`config.mk`:
```
export PLATFORM = sky130hd
export DESIGN_NAME = fl_coll_ctrl
export DESIGN_NICKNAME = d
export VERILOG_FILES = /design/src/rtl/fl_coll_pkg.sv /design/src/rtl/fl_coll_fsm.sv /design/src/rtl/fl_ci_osc.sv /design/src/rtl/fl_led_stretch.sv /design/src/rtl/fl_coll_ctrl.sv
export SDC_FILE = /design/constraint.sdc
export NUM_CORES = 1
export LEC_CHECK = 0
export BUFFER_PORTS_ARGS = -buffer_cell sky130_fd_sc_hd__buf_4
export CAP_MARGIN = 20
export CORE_ASPECT_RATIO = 1.5
export CORE_MARGIN = 3
export CORE_UTILIZATION = 60
export DETAILED_ROUTE_END_ITERATION = 10
export PLACE_DENSITY_LB_ADDON = 0.2
export SYNTH_ARGS = -nofsm -noshare
export SYNTH_HDL_FRONTEND = slang
export SYNTH_SLANG_ARGS = --single-unit
```
`constraint.sdc`:
```
create_clock -name clk -period 4.9 [get_ports clk]
set_clock_uncertainty 0.05 [all_clocks]
set_input_delay 0.49 -clock clk [delete_from_list [all_inputs] [get_ports clk]]
set_output_delay 0.49 -clock clk [all_outputs]
set_load 0.01 [all_outputs]
```
`src/rtl/fl_coll_pkg.sv`:
```
package fl_coll_pkg;
    typedef enum logic [2:0] {
        ST_IDLE     = 3'd0,
        ST_XMIT     = 3'd1,
        ST_COLL     = 3'd2,
        ST_SQE_WAIT = 3'd3,
        ST_SQE_ON   = 3'd4
    } link_st_t;
endpackage

```
`src/rtl/fl_coll_fsm.sv`:
```
module fl_coll_fsm
    import fl_coll_pkg::*;
#(
    parameter int SQE_DLY = 20,
    parameter int SQE_LEN = 20
) (
    input  logic clk,
    input  logic rst_n,
    input  logic tx_act,
    input  logic rx_act,
    input  logic lb_dis,
    input  logic sqe_ok,
    output logic col_on,
    output logic sqe_wait,
    output logic sqe_on
);
    localparam int MAXC  = (SQE_DLY > SQE_LEN) ? SQE_DLY : SQE_LEN;
    localparam int CNT_W = $clog2(MAXC + 1);
    localparam logic [CNT_W-1:0] DLY_LAST = CNT_W'(SQE_DLY - 1);
    localparam logic [CNT_W-1:0] LEN_LAST = CNT_W'(SQE_LEN - 1);

    link_st_t         state_q, state_d;
    logic [CNT_W-1:0] cnt_q, cnt_d;
    logic             both_on;

    assign both_on = tx_act & rx_act & ~lb_dis;

    always_ff @(posedge clk or negedge rst_n) begin
        if (!rst_n) begin
            state_q <= ST_IDLE;
            cnt_q   <= '0;
        end else begin
            state_q <= state_d;
            cnt_q   <= cnt_d;
        end
    end

    always_comb begin
        state_d = state_q;
        cnt_d   = cnt_q;
        unique case (state_q)
            ST_IDLE, ST_SQE_WAIT, ST_SQE_ON: begin
                if (tx_act) begin
                    state_d = both_on ? ST_COLL : ST_XMIT;
                    cnt_d   = '0;
                end else if (state_q != ST_IDLE && !sqe_ok) begin
                    state_d = ST_IDLE;
                    cnt_d   = '0;
                end else if (state_q == ST_SQE_WAIT) begin
                    if (cnt_q == DLY_LAST) begin
                        state_d = ST_SQE_ON;
                        cnt_d   = '0;
                    end else begin
                        cnt_d = cnt_q + 1'b1;
                    end
                end else if (state_q == ST_SQE_ON) begin
                    if (cnt_q == LEN_LAST) begin
                        state_d = ST_IDLE;
                        cnt_d   = '0;
                    end else begin
                        cnt_d = cnt_q + 1'b1;
                    end
                end
            end
            ST_XMIT: begin
                if (!tx_act) begin
                    state_d = sqe_ok ? ST_SQE_WAIT : ST_IDLE;
                    cnt_d   = '0;
                end else if (both_on) begin
                    state_d = ST_COLL;
                end
            end
            ST_COLL: begin
                if (!tx_act) begin
                    state_d = sqe_ok ? ST_SQE_WAIT : ST_IDLE;
                    cnt_d   = '0;
                end else if (!rx_act) begin
                    state_d = ST_XMIT;
                end
            end
            default: begin
                state_d = ST_IDLE;
                cnt_d   = '0;
            end
        endcase
    end

    always_comb begin
        col_on   = (state_q == ST_COLL);
        sqe_wait = (state_q == ST_SQE_WAIT);
        sqe_on   = (state_q == ST_SQE_ON);
    end
endmodule

```
`src/rtl/fl_ci_osc.sv`:
```
module fl_ci_osc (
    input  logic clk,
    input  logic rst_n,
    input  logic en,
    output logic ci_p,
    output logic ci_n
);
    logic en_q, osc_q;

    always_ff @(posedge clk or negedge rst_n) begin
        if (!rst_n) begin
            en_q  <= 1'b0;
            osc_q <= 1'b0;
        end else begin
            en_q  <= en;
            osc_q <= en ? ~osc_q : 1'b0;
        end
    end

    assign ci_p = osc_q;
    assign ci_n = en_q & ~osc_q;
endmodule

```
`src/rtl/fl_led_stretch.sv`:
```
module fl_led_stretch #(
    parameter int LED_HOLD = 320000
) (
    input  logic clk,
    input  logic rst_n,
    input  logic event_i,
    output logic led_n
);
    localparam int CW = $clog2(LED_HOLD + 1);
    localparam logic [CW-1:0] HOLD_V = CW'(LED_HOLD);

    logic [CW-1:0] cnt_q;

    always_ff @(posedge clk or negedge rst_n) begin
        if (!rst_n) begin
            cnt_q <= '0;
        end else if (event_i) begin
            cnt_q <= HOLD_V;
        end else if (cnt_q != '0) begin
            cnt_q <= cnt_q - 1'b1;
        end
    end

    assign led_n = (cnt_q == '0);
endmodule

```
`src/rtl/fl_coll_ctrl.sv`:
```
module fl_coll_ctrl #(
    parameter int SQE_DLY  = 20,
    parameter int SQE_LEN  = 20,
    parameter int LED_HOLD = 320000
) (
    input  logic clk,
    input  logic rst_n,
    input  logic tx_act,
    input  logic rx_act,
    input  logic lb_dis,
    input  logic sqe_en,
    input  logic jab,
    input  logic low_light,
    input  logic tx_bit,
    input  logic rx_bit,
    output logic ci_p,
    output logic ci_n,
    output logic di_bit,
    output logic di_loop,
    output logic xmt_led_n,
    output logic rcv_led_n,
    output logic col_led_n,
    output logic jab_led_n,
    output logic link_led_n
);
    localparam int NLED = 3;

    logic            col_on, sqe_wait, sqe_on;
    logic            sqe_ok, osc_en;
    logic [NLED-1:0] led_ev, led_out_n;

    assign sqe_ok = sqe_en & ~low_light & ~jab;
    assign osc_en = col_on | sqe_on | jab;

    fl_coll_fsm #(.SQE_DLY(SQE_DLY), .SQE_LEN(SQE_LEN)) fsm_i (
        .clk(clk), .rst_n(rst_n), .tx_act(tx_act), .rx_act(rx_act),
        .lb_dis(lb_dis), .sqe_ok(sqe_ok), .col_on(col_on),
        .sqe_wait(sqe_wait), .sqe_on(sqe_on)
    );

    fl_ci_osc osc_i (
        .clk(clk), .rst_n(rst_n), .en(osc_en), .ci_p(ci_p), .ci_n(ci_n)
    );

    assign led_ev = {col_on, rx_act, tx_act};

    for (genvar g = 0; g < NLED; g++) begin : g_led
        fl_led_stretch #(.LED_HOLD(LED_HOLD)) str_i (
            .clk(clk), .rst_n(rst_n), .event_i(led_ev[g]), .led_n(led_out_n[g])
        );
    end

    assign xmt_led_n = led_out_n[0];
    assign rcv_led_n = led_out_n[1];
    assign col_led_n = led_out_n[2];

    always_comb begin
        di_loop = ~col_on & tx_act & ~lb_dis;
        if (col_on)       di_bit = rx_bit;
        else if (di_loop) di_bit = tx_bit;
        else if (rx_act)  di_bit = rx_bit;
        else              di_bit = 1'b0;
    end

    assign jab_led_n  = ~jab;
    assign link_led_n = low_light;
endmodule

```
# Yosys cells after proc, flatten, opt, wreduce, memory -nomap -nowiden
# Cells that the tools add are included.
# totals
regBits,67
inputBits,10
output_inout_bits,9
word_cells,82
# classes
add_sub_neg,4
n_eq_ne,10
muxes,30
bitwise_logic,14
reduce_logical,17
# op_table
op,n
2-to-1 mux 19 bit,6
zero test 19 bit,3
nonzero test 19 bit,3
"subtractor 19 x 1 -> 19 bit, second input constant",3
2-to-1 mux 3 bit,10
2-to-1 mux 5 bit,6
one-hot mux 5 bit (2 select lines),1
one-hot mux 3 bit (3 select lines),1
bitwise AND 1 bit,7
"equality test 3 x 2 -> 1 bit, second input constant",2
nonzero test 2 bit,3
"adder 5 x 1 -> 5 bit, second input constant",1
"equality test 5 bit, second input constant",1
"inequality test 5 x 3 -> 1 bit, second input constant",1
inverter 1 bit,5
2-to-1 mux 1 bit,4
2-to-1 mux 2 bit,2
"inequality test 4 x 2 -> 1 bit, second input constant",1
AND reduction 4 bit,1
"equality test 3 x 1 -> 1 bit, second input constant",1
"equality test 3 bit, second input constant",1
zero test 3 bit,1
"inequality test 3 x 2 -> 1 bit, second input constant",1
"inequality test 3 bit, second input constant",1
other kinds (8),9

# Depth between registers and ports, before layout
# depth
word_depth,8
ltp_mapped,8
ltp_nobuf,7

# Hierarchy
# From an unflattened synthesis, not the netlist that was laid out.
# hier_totals
hier_cells,433
area_unflattened_um2,4124.0
# by_module_without_submodules
module,instances,cells_per_inst,area_each_um2,seq_area_each_um2
fl_led_stretch,3,116,1109.8,475.5
fl_coll_fsm,1,72,665.6,200.2
fl_coll_ctrl,1,9,66.3,0.0
fl_ci_osc,1,4,62.6,50.0

# Worst setup path after synthesis
# OpenSTA, ideal clock, no wires.
# synth_path
path_type,register to output
start,reg g_led[1].str_i.cnt_q[11]
end,out rcv_led_n
arrival_ps,2097
t_required_ps,4360
setup_slack_ps,2263
path_stages_with_launch,6
n_path_buf,1
path_cell_list,dfrtp_1 or3_1 buf_2 or3_1 or4_1 nor4_1
# synth_via
elab_chain_len,1
# synth_lines
element,line,rtl
from (decl),fl_led_stretch.sv:12,logic [CW-1:0] cnt_q;
from (signal assigned),fl_led_stretch.sv:20,cnt_q <= cnt_q - 1'b1;
zero test 19 bit,fl_led_stretch.sv:24,assign led_n = (cnt_q == '0);
to (decl),fl_coll_ctrl.sv:21,"output logic rcv_led_n,"
# Every way passes these cells.

# Worst setup path after layout
# Same ends and word-level chain as after synthesis.

==> impl_metrics.json <==
{
  "status": "completed",
  "min_period_ps": 3058,
  "cts_resized": 0,
  "htree_levels": 3,
  "drc": 0,
  "routed-via-count": 2992,
  "netlist_area_sq_um": 3755,
  "postCtsHoldBufs": 0,
  "max_freq_mhz": 327.0,
  "crit_required_ps": 4360,
  "clock_latency_ps": 350,
  "core_area_sq_um": 5913,
  "syn_avg_cell_area_sq_um": 9.248,
  "cap_violations": 0,
  "drive_gt1_share_pct": 11.06,
  "yosysWarnings": 0,
  "ant_nets": 0,
  "synth-xor-area-share_pct": 7.697,
  "cp.arrival_ps": 2520,
  "syn_inst": 406,
  "synth-simple-area-share_pct": 28.96,
  "avgViaCountPerCell": 6.020,
  "regArea_sq_um": 1677,
  "reg2reg_depth": 7,
  "grt_max_degree": 68,
  "worstReg2RegEnd": "g_led[0].str_i.cnt_q[16]",
  "relSlewSlack_pct": 42.81,
  "antenna_found_initial": 0,
  "r2r_start": "g_led[0].str_i.cnt_q[0]",
  "ys_types": 60,
  "postLayoutCoreUtil_pct": 70.02,
  "ios": 19,
  "tightest_slew_ps": 850.0,
  "synthFlopType": "dfrtp_1",
  "overflow": 0,
  "hp-class": "in2async",
  "fillers": 457,
  "io_buffers": 18,
  "insertedDiodeCount": 0,
  "post_drt_wl_per_cell_um": 14.77,
  "tns_ps": 0,
  "crit_type": "reg2out",
  "synth-compound-area-share_pct": 13.23,
  "synth-seq-cells": 67,
  "drv_slew": 0,
  "async_reset_ff_share_pct": 100.0,
  "leakage_nw": 1.651,
  "wl_um": 7342,
  "syn-num-nets": 420,
  "start_kind": "flop",
  "synthAdderAreaFrac_pct": 1.333,
  "post_cts_buffers": 0,
  "synth_top_family_by_area": "simple AND/OR/NAND/NOR gates",
  "std_cell_rows": 34,
  "peakVddDrop_mv": 0.3087,
  "cts_tree": "yes",
  "dr.pass1.iters": 4,
  "cp-end-kind": "primary output",
  "timing.final.crit_share_pct": 62.41,
  "finalSetupViolations": 0,
  "power_density_nw_per_um2": 449.9,
  "cts_made_buffers": 9,
  "synth_edf_count": 0,
  "syn_to_final_growth_pct": 10.26,
  "globalplace.congestion": 0.7875,
  "drt-initial-drc-count": 165,
  "hold_violations": 0,
  "die_area_sq_um": 7263,
  "clockBufferDepth": 2,
  "fin_nets": 434,
  "numClockSinks": 67,
  "initial_utilization_pct": 63.50,
  "multiInputGateArea_sq_um": 1954,
  "dieHeight_um": 102.9,
  "rrSetupSlack_ps": 2370,
  "synthMuxAreaShare_pct": 0.8331,
  "grt_pass1_vias": 2992,
  "dp_hpwl_um": 5082,
  "seq_area_frac_synth_pct": 44.65,
  "grt.total_usage_pct": 22.22,
  "clkTransAtPathRegs_ps": 70,
  "die_x_um": 70.59,
  "cts_root_buffer": "clkbuf_8",
  "rsz0062_at_grt": "no",
  "path_max_fanout": 8,
  "grt_pass1_wl_um": 12850
}
[per-layer routing]
layer | global-route usage, % | routed length (um)
met5 | 0 | 0
met4 | 10.27 | 144
met3 | 5.463 | 167
met2 | 39.97 | 3857
met1 | 24.78 | 3172
[critical path, stage by stage (launching register included)]
cell,delay [ps]
dfrtp_1,400
or3_1,500
or3_1,440
or4_1,480
nor4_1,190
buf_4,170
[synthesized netlist by cell type (3+ instances only)]
cell	n	area share, %
a211oi_1	4	0.80
nor3_1	19	2.5
buf_2	3	0.40
xnor2_1	13	3.0
inv_1	13	1.3
nand3_1	14	1.9
o21ai_0	18	2.4
or4_1	8	1.6
a21oi_1	26	3.5
xor2_1	20	4.7
dfrtp_1	67	45
or3_1	16	2.7
nand4b_1	4	0.93
nand2b_1	13	2.2
nand3b_1	6	1.2
ha_1	4	1.3
nor4_1	10	1.7
clkbuf_1	9	0.90
o31ai_1	4	0.80
nor4b_2	3	1.2
nor2b_1	9	1.5
a22o_1	3	0.70
nand2_1	28	2.8
nor2_1	44	4.4
nor3b_1	4	0.80
[flip-flops by register name (all words and copies together) (netlist names)]
register           flops
fsm_i.cnt_q            5
osc_i.ci_p             1
g_led.str_i.cnt_q     57
osc_i.en_q             1
fsm_i.state_q          3
[power by group]
group	internal [mW]	switching, mW
combinational	0.251	0.304
sequential	0.657	0.128
clock	0.314	0.209
[how the worst max path moves through the flow]
stage                                   startpoint        end  slack [ps]  cells past startpoint
final                     g_led[1].str_i.cnt_q[11]  rcv_led_n        1840                      5
after global routing      g_led[1].str_i.cnt_q[11]  rcv_led_n        1720                      5
after CTS                 g_led[1].str_i.cnt_q[11]  rcv_led_n        1810                      5
after detailed placement  g_led[1].str_i.cnt_q[11]  rcv_led_n        2200                      5
after global placement    g_led[1].str_i.cnt_q[11]  rcv_led_n        2240                      5
after floorplan           g_led[1].str_i.cnt_q[11]  rcv_led_n        2260                      5
[cell usage in the layout, fill, tap and decap left out, types with 6 or more instances in the layout]
cell type / instances
nor3_1: 19
nor2_1: 44
buf_4: 19
nand2b_1: 13
inv_1: 13
nor4_1: 10
xnor2_1: 13
nor2b_1: 9
dfrtp_1: 67
nand3_1: 14
a21oi_1: 26
clkbuf_8: 11
nand2_1: 28
xor2_1: 20
o21ai_0: 18
or4_1: 8
or3_1: 16
nand3b_1: 6
[stage by stage]
stage / area, sq um / total power, mW / hold WS, ps / setup WS (ps) / instances
floorplan: 3755 / 1.207 / 144.4 / 2263 / 406
global placement: 3913 / 1.325 / 392.5 / 2241 / 481
CTS: 4140 / 1.875 / 221.0 / 1812 / 497
detailed placement: 3913 / 1.350 / 400.1 / 2201 / 481
global route: 4140 / 1.989 / 249.3 / 1719 / 497
finish: 4140 / 1.862 / 182.3 / 1842 / 497
[cell type report]
cell class	instances	area share (%)
clock buffer	12	3.747
clock inverter	4	1.753
inverter	13	1.179
multi-input combinational	310	47.20
sequential	67	40.50
tap	72	2.176
timing repair buffer	19	3.445
[logic make-up (layout without fill, tap and decap cells)]
logic type / after synthesis / after routing
simple gates: 194 / 194
compound gates: 76 / 76
xor+xnor: 33 / 33
fa+ha+maj: 4 / 4
buf+inv: 29 / 48
mux: 3 / 3
flops: 67 / 67
No activity file was read; power rests on OpenSTA's default activity.
